<file path="config.mk">
export PLATFORM = sky130hd
export DESIGN_NAME = bus_sched_top
export DESIGN_NICKNAME = d
export VERILOG_FILES = /design/src/rtl/bus_sched_pkg.sv /design/src/rtl/bus_sched_fifo.sv /design/src/rtl/bus_sched_rdcred.sv /design/src/rtl/bus_sched_arb.sv /design/src/rtl/bus_sched_fwd.sv /design/src/rtl/bus_sched_top.sv
export SDC_FILE = /design/constraint.sdc
export NUM_CORES = 1
export LEC_CHECK = 0
export BUFFER_PORTS_ARGS = -buffer_cell sky130_fd_sc_hd__buf_2
export CORE_UTILIZATION = 60
export CTS_BUF_LIST = sky130_fd_sc_hd__clkbuf_8
export DETAILED_ROUTE_END_ITERATION = 10
export MAX_ROUTING_LAYER = met4
export PLACE_DENSITY_LB_ADDON = 0.15
export SLEW_MARGIN = 20
export SYNTH_ARGS = -nofsm -noshare
export SYNTH_HDL_FRONTEND = slang
export SYNTH_SLANG_ARGS = --single-unit
export TNS_END_PERCENT = 100
</file>
<file path="constraint.sdc">
create_clock -name clk -period 13.7 [get_ports clk]
set_clock_uncertainty 0.1 [all_clocks]
set_input_delay 0.685 -clock clk [delete_from_list [all_inputs] [get_ports clk]]
set_output_delay 0.685 -clock clk [all_outputs]
set_load 0.03 [all_outputs]
</file>
<file path="src/rtl/bus_sched_pkg.sv">
package bus_sched_pkg;

  typedef enum logic [1:0] {
    TK_NONE    = 2'd0,
    TK_SNPDATA = 2'd1,
    TK_READ    = 2'd2,
    TK_VICTIM  = 2'd3
  } txk_e;

  typedef enum logic [1:0] {
    FW_IDLE = 2'd0,
    FW_LQ   = 2'd1,
    FW_WAIT = 2'd2,
    FW_FQ   = 2'd3
  } fw_state_e;

endpackage

</file>
<file path="src/rtl/bus_sched_fifo.sv">
module bus_sched_fifo #(
  parameter int DEPTH = 4,
  parameter int W     = 32
) (
  input  logic                         clk,
  input  logic                         rst_n,
  input  logic                         push,
  input  logic [W-1:0]                 din,
  input  logic                         pop,
  output logic                         head_valid,
  output logic [W-1:0]                 head,
  output logic [$clog2(DEPTH+1)-1:0]   count
);

  localparam int PW = (DEPTH > 1) ? $clog2(DEPTH) : 1;
  localparam int CW = $clog2(DEPTH+1);
  localparam logic [PW-1:0] LAST = PW'(DEPTH-1);
  localparam logic [CW-1:0] FULLC = CW'(DEPTH);

  logic [W-1:0]  mem [DEPTH];
  logic [PW-1:0] wp, rp;
  logic [CW-1:0] cnt;
  logic          do_push, do_pop;

  function automatic logic [PW-1:0] step(input logic [PW-1:0] p);
    return (p == LAST) ? '0 : p + 1'b1;
  endfunction

  assign do_push = push && (cnt != FULLC);
  assign do_pop  = pop && (cnt != '0);

  always_ff @(posedge clk) begin
    if (do_push) mem[wp] <= din;
  end

  always_ff @(posedge clk) begin
    if (!rst_n) begin
      wp  <= '0;
      rp  <= '0;
      cnt <= '0;
    end else begin
      if (do_push) wp <= step(wp);
      if (do_pop)  rp <= step(rp);
      if (do_push && !do_pop)      cnt <= cnt + 1'b1;
      else if (do_pop && !do_push) cnt <= cnt - 1'b1;
    end
  end

  assign head_valid = (cnt != '0);
  assign head       = mem[rp];
  assign count      = cnt;

endmodule

</file>
<file path="src/rtl/bus_sched_rdcred.sv">
module bus_sched_rdcred #(
  parameter int MAX = 6
) (
  input  logic                       clk,
  input  logic                       rst_n,
  input  logic                       issue,
  input  logic                       retire,
  output logic                       allow,
  output logic [$clog2(MAX+1)-1:0]   count
);

  localparam int CW = $clog2(MAX+1);
  localparam logic [CW-1:0] LIMIT = CW'(MAX);

  logic [CW-1:0] cnt;

  always_ff @(posedge clk) begin
    if (!rst_n) begin
      cnt <= '0;
    end else if (issue && !retire) begin
      cnt <= cnt + 1'b1;
    end else if (retire && !issue && cnt != '0) begin
      cnt <= cnt - 1'b1;
    end
  end

  assign allow = (cnt < LIMIT);
  assign count = cnt;

endmodule

</file>
<file path="src/rtl/bus_sched_arb.sv">
module bus_sched_arb
  import bus_sched_pkg::*;
#(
  parameter int AW = 32
) (
  input  logic          clk,
  input  logic          rst_n,
  input  logic          sd_valid,
  input  logic [AW-1:0] sd_addr,
  input  logic          rd_valid,
  input  logic [AW-1:0] rd_addr,
  input  logic          rd_allow,
  input  logic          wr_valid,
  input  logic [AW-1:0] wr_addr,
  input  logic          rd_full,
  input  logic          wr_full,
  input  logic          mc_busy,
  input  logic          tx_ready,
  output logic          sd_ready,
  output logic          rd_ready,
  output logic          wr_ready,
  output logic          tx_valid,
  output txk_e          tx_kind,
  output logic [AW-1:0] tx_addr,
  output logic          bus_req
);

  logic          slot_free;
  logic          rd_ok;
  logic          write_first;
  txk_e          pick;
  logic [AW-1:0] pick_addr;
  logic          vq;
  txk_e          kq;
  logic [AW-1:0] aq;

  assign slot_free   = !vq || tx_ready;
  assign rd_ok       = rd_valid && rd_allow;
  assign write_first = mc_busy && rd_full && wr_full;

  always_comb begin
    pick      = TK_NONE;
    pick_addr = '0;
    if (sd_valid) begin
      pick      = TK_SNPDATA;
      pick_addr = sd_addr;
    end else if (write_first && wr_valid) begin
      pick      = TK_VICTIM;
      pick_addr = wr_addr;
    end else if (rd_ok) begin
      pick      = TK_READ;
      pick_addr = rd_addr;
    end else if (wr_valid) begin
      pick      = TK_VICTIM;
      pick_addr = wr_addr;
    end
  end

  assign sd_ready = slot_free && (pick == TK_SNPDATA);
  assign rd_ready = slot_free && (pick == TK_READ);
  assign wr_ready = slot_free && (pick == TK_VICTIM);

  always_ff @(posedge clk) begin
    if (!rst_n) begin
      vq <= 1'b0;
      kq <= TK_NONE;
      aq <= '0;
    end else if (slot_free) begin
      vq <= (pick != TK_NONE);
      kq <= pick;
      aq <= pick_addr;
    end
  end

  assign tx_valid = vq;
  assign tx_kind  = vq ? kq : TK_NONE;
  assign tx_addr  = aq;
  assign bus_req  = sd_valid || rd_valid || wr_valid || vq;

endmodule

</file>
<file path="src/rtl/bus_sched_fwd.sv">
module bus_sched_fwd
  import bus_sched_pkg::*;
#(
  parameter int AW = 32
) (
  input  logic          clk,
  input  logic          rst_n,
  input  logic          head_valid,
  input  logic [AW-1:0] head_addr,
  output logic          pop,
  output logic          lq_valid,
  input  logic          lq_ready,
  output logic [AW-1:0] lq_addr,
  input  logic          lq_chg,
  output logic          fq_valid,
  input  logic          fq_ready,
  output logic [AW-1:0] fq_addr
);

  fw_state_e st, st_n;

  always_comb begin
    st_n = st;
    pop  = 1'b0;
    unique case (st)
      FW_IDLE: if (head_valid) st_n = FW_LQ;
      FW_LQ:   if (lq_ready)   st_n = FW_WAIT;
      FW_WAIT: begin
        if (lq_chg) begin
          st_n = FW_FQ;
        end else begin
          pop  = 1'b1;
          st_n = FW_IDLE;
        end
      end
      FW_FQ: begin
        if (fq_ready) begin
          pop  = 1'b1;
          st_n = FW_IDLE;
        end
      end
      default: st_n = FW_IDLE;
    endcase
  end

  always_ff @(posedge clk) begin
    if (!rst_n) st <= FW_IDLE;
    else        st <= st_n;
  end

  assign lq_valid = (st == FW_LQ);
  assign fq_valid = (st == FW_FQ);
  assign lq_addr  = head_addr;
  assign fq_addr  = head_addr;

endmodule

</file>
<file path="src/rtl/bus_sched_top.sv">
module bus_sched_top
  import bus_sched_pkg::*;
#(
  parameter int AW       = 32,
  parameter int MAX_RD   = 6,
  parameter int CQ_DEPTH = 10,
  parameter int TQ_DEPTH = 3
) (
  input  logic          clk,
  input  logic          rst_n,
  input  logic          sd_valid,
  output logic          sd_ready,
  input  logic [AW-1:0] sd_addr,
  input  logic          rd_valid,
  output logic          rd_ready,
  input  logic [AW-1:0] rd_addr,
  input  logic          rd_full,
  input  logic          wr_valid,
  output logic          wr_ready,
  input  logic [AW-1:0] wr_addr,
  input  logic          wr_full,
  input  logic          mc_busy,
  input  logic          rd_ret,
  output logic          bus_req,
  output logic          tx_valid,
  input  logic          tx_ready,
  output logic [1:0]    tx_kind,
  output logic [AW-1:0] tx_addr,
  input  logic          sn_valid,
  input  logic          sn_is_tlb,
  input  logic [AW-1:0] sn_addr,
  output logic          lq_valid,
  input  logic          lq_ready,
  output logic [AW-1:0] lq_addr,
  input  logic          lq_chg,
  output logic          fq_valid,
  input  logic          fq_ready,
  output logic [AW-1:0] fq_addr,
  output logic          tq_valid,
  input  logic          tq_ready,
  output logic [AW-1:0] tq_addr
);

  localparam int RCW  = $clog2(MAX_RD+1);
  localparam int CQCW = $clog2(CQ_DEPTH+1);
  localparam int TQCW = $clog2(TQ_DEPTH+1);

  logic            rd_allow;
  logic [RCW-1:0]  rd_cnt;
  txk_e            kind_e;
  logic            cq_valid;
  logic [AW-1:0]   cq_head;
  logic            cq_pop;
  logic [CQCW-1:0] cq_cnt;
  logic [TQCW-1:0] tq_cnt;

  bus_sched_rdcred #(.MAX(MAX_RD)) u_cred (
    .clk    (clk),
    .rst_n  (rst_n),
    .issue  (rd_valid && rd_ready),
    .retire (rd_ret),
    .allow  (rd_allow),
    .count  (rd_cnt)
  );

  bus_sched_arb #(.AW(AW)) u_arb (
    .clk      (clk),
    .rst_n    (rst_n),
    .sd_valid (sd_valid),
    .sd_addr  (sd_addr),
    .rd_valid (rd_valid),
    .rd_addr  (rd_addr),
    .rd_allow (rd_allow),
    .wr_valid (wr_valid),
    .wr_addr  (wr_addr),
    .rd_full  (rd_full),
    .wr_full  (wr_full),
    .mc_busy  (mc_busy),
    .tx_ready (tx_ready),
    .sd_ready (sd_ready),
    .rd_ready (rd_ready),
    .wr_ready (wr_ready),
    .tx_valid (tx_valid),
    .tx_kind  (kind_e),
    .tx_addr  (tx_addr),
    .bus_req  (bus_req)
  );

  assign tx_kind = kind_e;

  bus_sched_fifo #(.DEPTH(CQ_DEPTH), .W(AW)) u_cq (
    .clk        (clk),
    .rst_n      (rst_n),
    .push       (sn_valid && !sn_is_tlb),
    .din        (sn_addr),
    .pop        (cq_pop),
    .head_valid (cq_valid),
    .head       (cq_head),
    .count      (cq_cnt)
  );

  bus_sched_fifo #(.DEPTH(TQ_DEPTH), .W(AW)) u_tq (
    .clk        (clk),
    .rst_n      (rst_n),
    .push       (sn_valid && sn_is_tlb),
    .din        (sn_addr),
    .pop        (tq_valid && tq_ready),
    .head_valid (tq_valid),
    .head       (tq_addr),
    .count      (tq_cnt)
  );

  bus_sched_fwd #(.AW(AW)) u_fwd (
    .clk        (clk),
    .rst_n      (rst_n),
    .head_valid (cq_valid),
    .head_addr  (cq_head),
    .pop        (cq_pop),
    .lq_valid   (lq_valid),
    .lq_ready   (lq_ready),
    .lq_addr    (lq_addr),
    .lq_chg     (lq_chg),
    .fq_valid   (fq_valid),
    .fq_ready   (fq_ready),
    .fq_addr    (fq_addr)
  );

endmodule

</file>
==> impl_metrics.sql <==
INSERT INTO impl_metrics (metric_group, metric, value, unit) VALUES
('final_layout', 'num-fill-cells', '2119', ''),
('global_routing', 'globalRouteOverflowTotal', '0', ''),
('floorplanning', 'rows', '65', ''),
('hold_path', 'worstHoldStart', 'wr_addr[20]', ''),
('global_routing', 'combined_global_route_utilization_of_all_metal_layers', '28.1', '%'),
('final_layout', 'drive_above_1_share', '30.7', '%'),
('timing', 'final_max_slew_viol_count', '0', ''),
('synth', 'syn-cell-area', '19200', 'um^2'),
('power_and_ir_drop', 'power_density', '144', 'nW/um^2'),
('critical_path', 'critPathRequiredTime', '12.91', 'ns'),
('synth', 'synth-edff-count', '416', ''),
('drt', 'via_total_after_detailed_routing', '11500', ''),
('final_layout', 'synthToLayoutAreaGrowth', '15.3', '%'),
('critical_path', 'worstSetupEndpointType', 'primary output', ''),
('synth', 'syn_nets', '1345', ''),
('floorplanning', 'chipWidth', '181', 'um'),
('floorplanning', 'design.die.area', '32700', 'um^2'),
('clock_network', 'ctsHoldBuffers', '0', ''),
('timing', 'worst_slew_margin_rel', '28.4', '%'),
('synth', 'synth-seq-area-share', '71.7', '%'),
('floorplanning', 'floorplan.core_area', '31600', 'um^2'),
('hold_path', 'hold_class', 'primary input to flop', ''),
('critical_path', 'cp_max_fo', '54', ''),
('timing', 'min_period_over_period', '33.0', '%'),
('synth', 'synth_flop_cell', 'edfxtp_1', ''),
('synth', 'post-synth-top-area-fraction', '65.0', '%'),
('timing', 'crit_path_time_final', '4.52', 'ns'),
('clock_network', 'clock_tree_from_tritoncts', 'done', ''),
('timing', 'finalSetupViolations', '0', ''),
('synth', 'synth.cells.most_frequent', 'edfxtp_1 (416), nand2_1 (149), o21ai_0 (68), dfxtp_1 (64), mux4_2 (45)', ''),
('synth', 'netlist_top_cells_area', 'edfxtp_1 (65%), dfxtp_1 (6.7%), mux4_2 (5.3%)', ''),
('global_routing', 'pin_count_of_the_biggest_net_entering_global_routing', '65', ''),
('critical_path', 'arrival', '3.74', 'ns'),
('floorplanning', 'design.portCount', '282', ''),
('timing', 'setup_repair_after_global_routing_missed_its_margin', 'no', ''),
('timing', 'final_hold_viol_count', '0', ''),
('drt', 'post-route-drc-count', '0', ''),
('drt', 'avgViaCountPerCell', '5.94', ''),
('timing', 'timing.fmax', '221', 'MHz'),
('floorplanning', 'floorplan.initialDensity', '60.9', '%'),
('global_routing', 'via_count_of_the_first_global_routing_pass', '11600', ''),
('timing', 'fin_tns_setup', '0', 'ns'),
('synth', 'post_synth_inst_count', '1195', ''),
('synth', 'ys_types', '60', ''),
('clock_network', 'total_cts_buffers', '74', ''),
('synth', 'ys_ff_latch', '480', ''),
('global_routing', 'grt_antenna_before_repair', '6', ''),
('place', 'dp_hpwl', '26400', 'um'),
('run', 'drv_cap', '0', ''),
('final_layout', 'reg_area', '13800', 'um^2'),
('floorplanning', 'die_height', '181', 'um'),
('clock_network', 'cts_buffer_depth', '3', ''),
('final_layout', 'final_layout_net_count', '1623', ''),
('synth', 'synth.most_common_cell', 'edfxtp_1', ''),
('final_layout', 'multi_input_comb_area', '4890', 'um^2'),
('clock_network', 'cts.htree.levels', '3', ''),
('synth', 'synthesis.yosys.warnings', '0', ''),
('synth', 'post_synth.cell_area_avg', '16.1', 'um^2'),
('clock_network', 'cts_setup_buffers', '0', ''),
('critical_path', 'crit_path_start_kind', 'flop', ''),
('synth', 'largest_area_contributor_in_the_netlist', 'edfxtp_1', ''),
('place', 'port_buffers', '281', ''),
('clock_network', 'insertion_delay', '0.58', 'ns'),
('drt', 'route.final.wire_length', '44000', 'um'),
('drt', 'first_iter_violations', '773', ''),
('drt', 'route.antenna.remaining_nets', '0', ''),
('power_and_ir_drop', 'static-leakage-power', '7.86', 'nW'),
('place', 'gp_congestion', '0.848', ''),
('critical_path', 'timing.setup.critical_path_class', 'flop to primary output', ''),
('global_routing', 'grt_pass1_wl', '66000', 'um'),
('drt', 'first_pass_iters', '6', ''),
('clock_network', 'cts.sinks', '480', ''),
('timing', 'hold_ws', '0.264', 'ns'),
('run_status', 'outcome', 'finished, final reports clean', ''),
('power_and_ir_drop', 'peakVddDrop', '0.0000851', 'V'),
('clock_network', 'clk_pin_slew', '0.06', 'ns'),
('critical_path', 'r2r-start', 'u_cq.count[0]', ''),
('timing', 'worst-slew-pin-transition', '1.07', 'ns'),
('clock_network', 'clockRootBuffer', 'clkbuf_8', ''),
('synth', 'postSynth.asyncResetShare', '0', '%'),
('drt', 'wl_per_cell', '22.7', 'um'),
('clock_network', 'ctsResizeCount', '0', '');
==> area by class of cell <==
type | count | share of cell area (%)
Sequential cell | 480 | 62.2
Multi-Input combinational cell | 601 | 22.1
Timing Repair Buffer | 305 | 7.16
Clock buffer | 76 | 4.72
Tap cell | 402 | 2.27
Clock inverter | 56 | 1.34
Inverter | 11 | 0.192
Antenna cell | 6 | 0.0677
==> worst paths after layout <==
kind | end | depth (start not counted) | slack, ns
worst min-delay path | u_arb.tx_addr[20] | 3 | 0.26
worst min register to register | u_arb.kq[1] | 2 | 0.37
worst max-delay path | lq_addr[20] | 6 | 9.18
worst max register to register | u_cq.mem[0][21] | 5 | 10.61
==> report_power, final <==
group / internal, mW / total [mW] / switching, mW
clock: 0.555 / 1.08 / 0.526
combinational: 0.147 / 0.438 / 0.291
sequential: 1.63 / 1.67 / 0.0385
total: 2.33 / 3.19 / 0.856
==> per-stage QoR <==
stage               cell area [um^2]  worst slack, ns  util, %  instances  power, mW
global route                   22200             8.89     70.2       1937       3.31
detailed placement             20800             9.68     65.9       1799       2.14
floorplan                      19200             8.74        -       1195       2.00
global placement               20800             9.73     65.9       1799       2.13
finish                         22200             9.18     70.2       1937       3.19
CTS                            22100             9.05     70.2       1931       3.22
==> kinds of logic after synthesis <==
group	count (synthesis)	synth area share, %
flip-flops	480	71.7
AND/OR/NAND/NOR	287	7.18
buffers and inverters	114	3.40
XOR/XNOR	7	0.319
multiplexers	103	9.90
AO/OA/AOI/OAI	198	7.06
adder cells (fa/ha/maj)	6	0.469
==> cell usage in the layout (no fill, tap or decap), types with 5 or more instances in the layout <==
cell / synthesis / final
nand2b_1: 41 / 41
mux4_2: 45 / 45
xor2_1: 5 / 5
a21oi_1: 11 / 11
a311oi_1: 33 / 33
mux4_1: 19 / 19
nor2_1: 24 / 19
nand2_1: 149 / 149
or3_1: 35 / 35
edfxtp_1: 416 / 416
diode_2: 0 / 6
and2_1: 6 / 6
clkinv_1: 1 / 13
clkinv_2: 1 / 6
inv_1: 9 / 39
mux2i_1: 39 / 39
clkbuf_8: 0 / 76
a22oi_1: 32 / 32
buf_4: 36 / 24
o21ai_0: 68 / 68
dfxtp_1: 64 / 59
o211ai_1: 36 / 36
buf_2: 27 / 281
==> per-layer routing <==
metal / wire length [um] / track usage (%)
met1: 17500 / 34.6
met4: 1190 / 11.4
met3: 2900 / 4.88
met2: 22400 / 46.4
met5: 0 / -
==> critical path, cell delays in order (launching register included) <==
cell,delay [ns]
dfxtp_4,0.59
buf_4,0.65
buf_4,0.73
mux4_1,0.66
a22oi_1,0.16
nand2_1,0.14
buf_2,0.21
==> flip-flops by register name, summed over array words and instances, names as in the netlist, named ones only <==
register        count
u_arb.kq            2
u_tq.count          2
u_cq.count          4
u_cq.mem          320
u_tq.rp             2
u_fwd.st            2
u_cq.wp             4
u_arb.tx_addr      32
u_cq.rp             4
u_cred.count        3
u_tq.mem           96
u_tq.wp             2
u_arb.tx_valid      1
No activity file was read; power rests on OpenSTA's default activity.
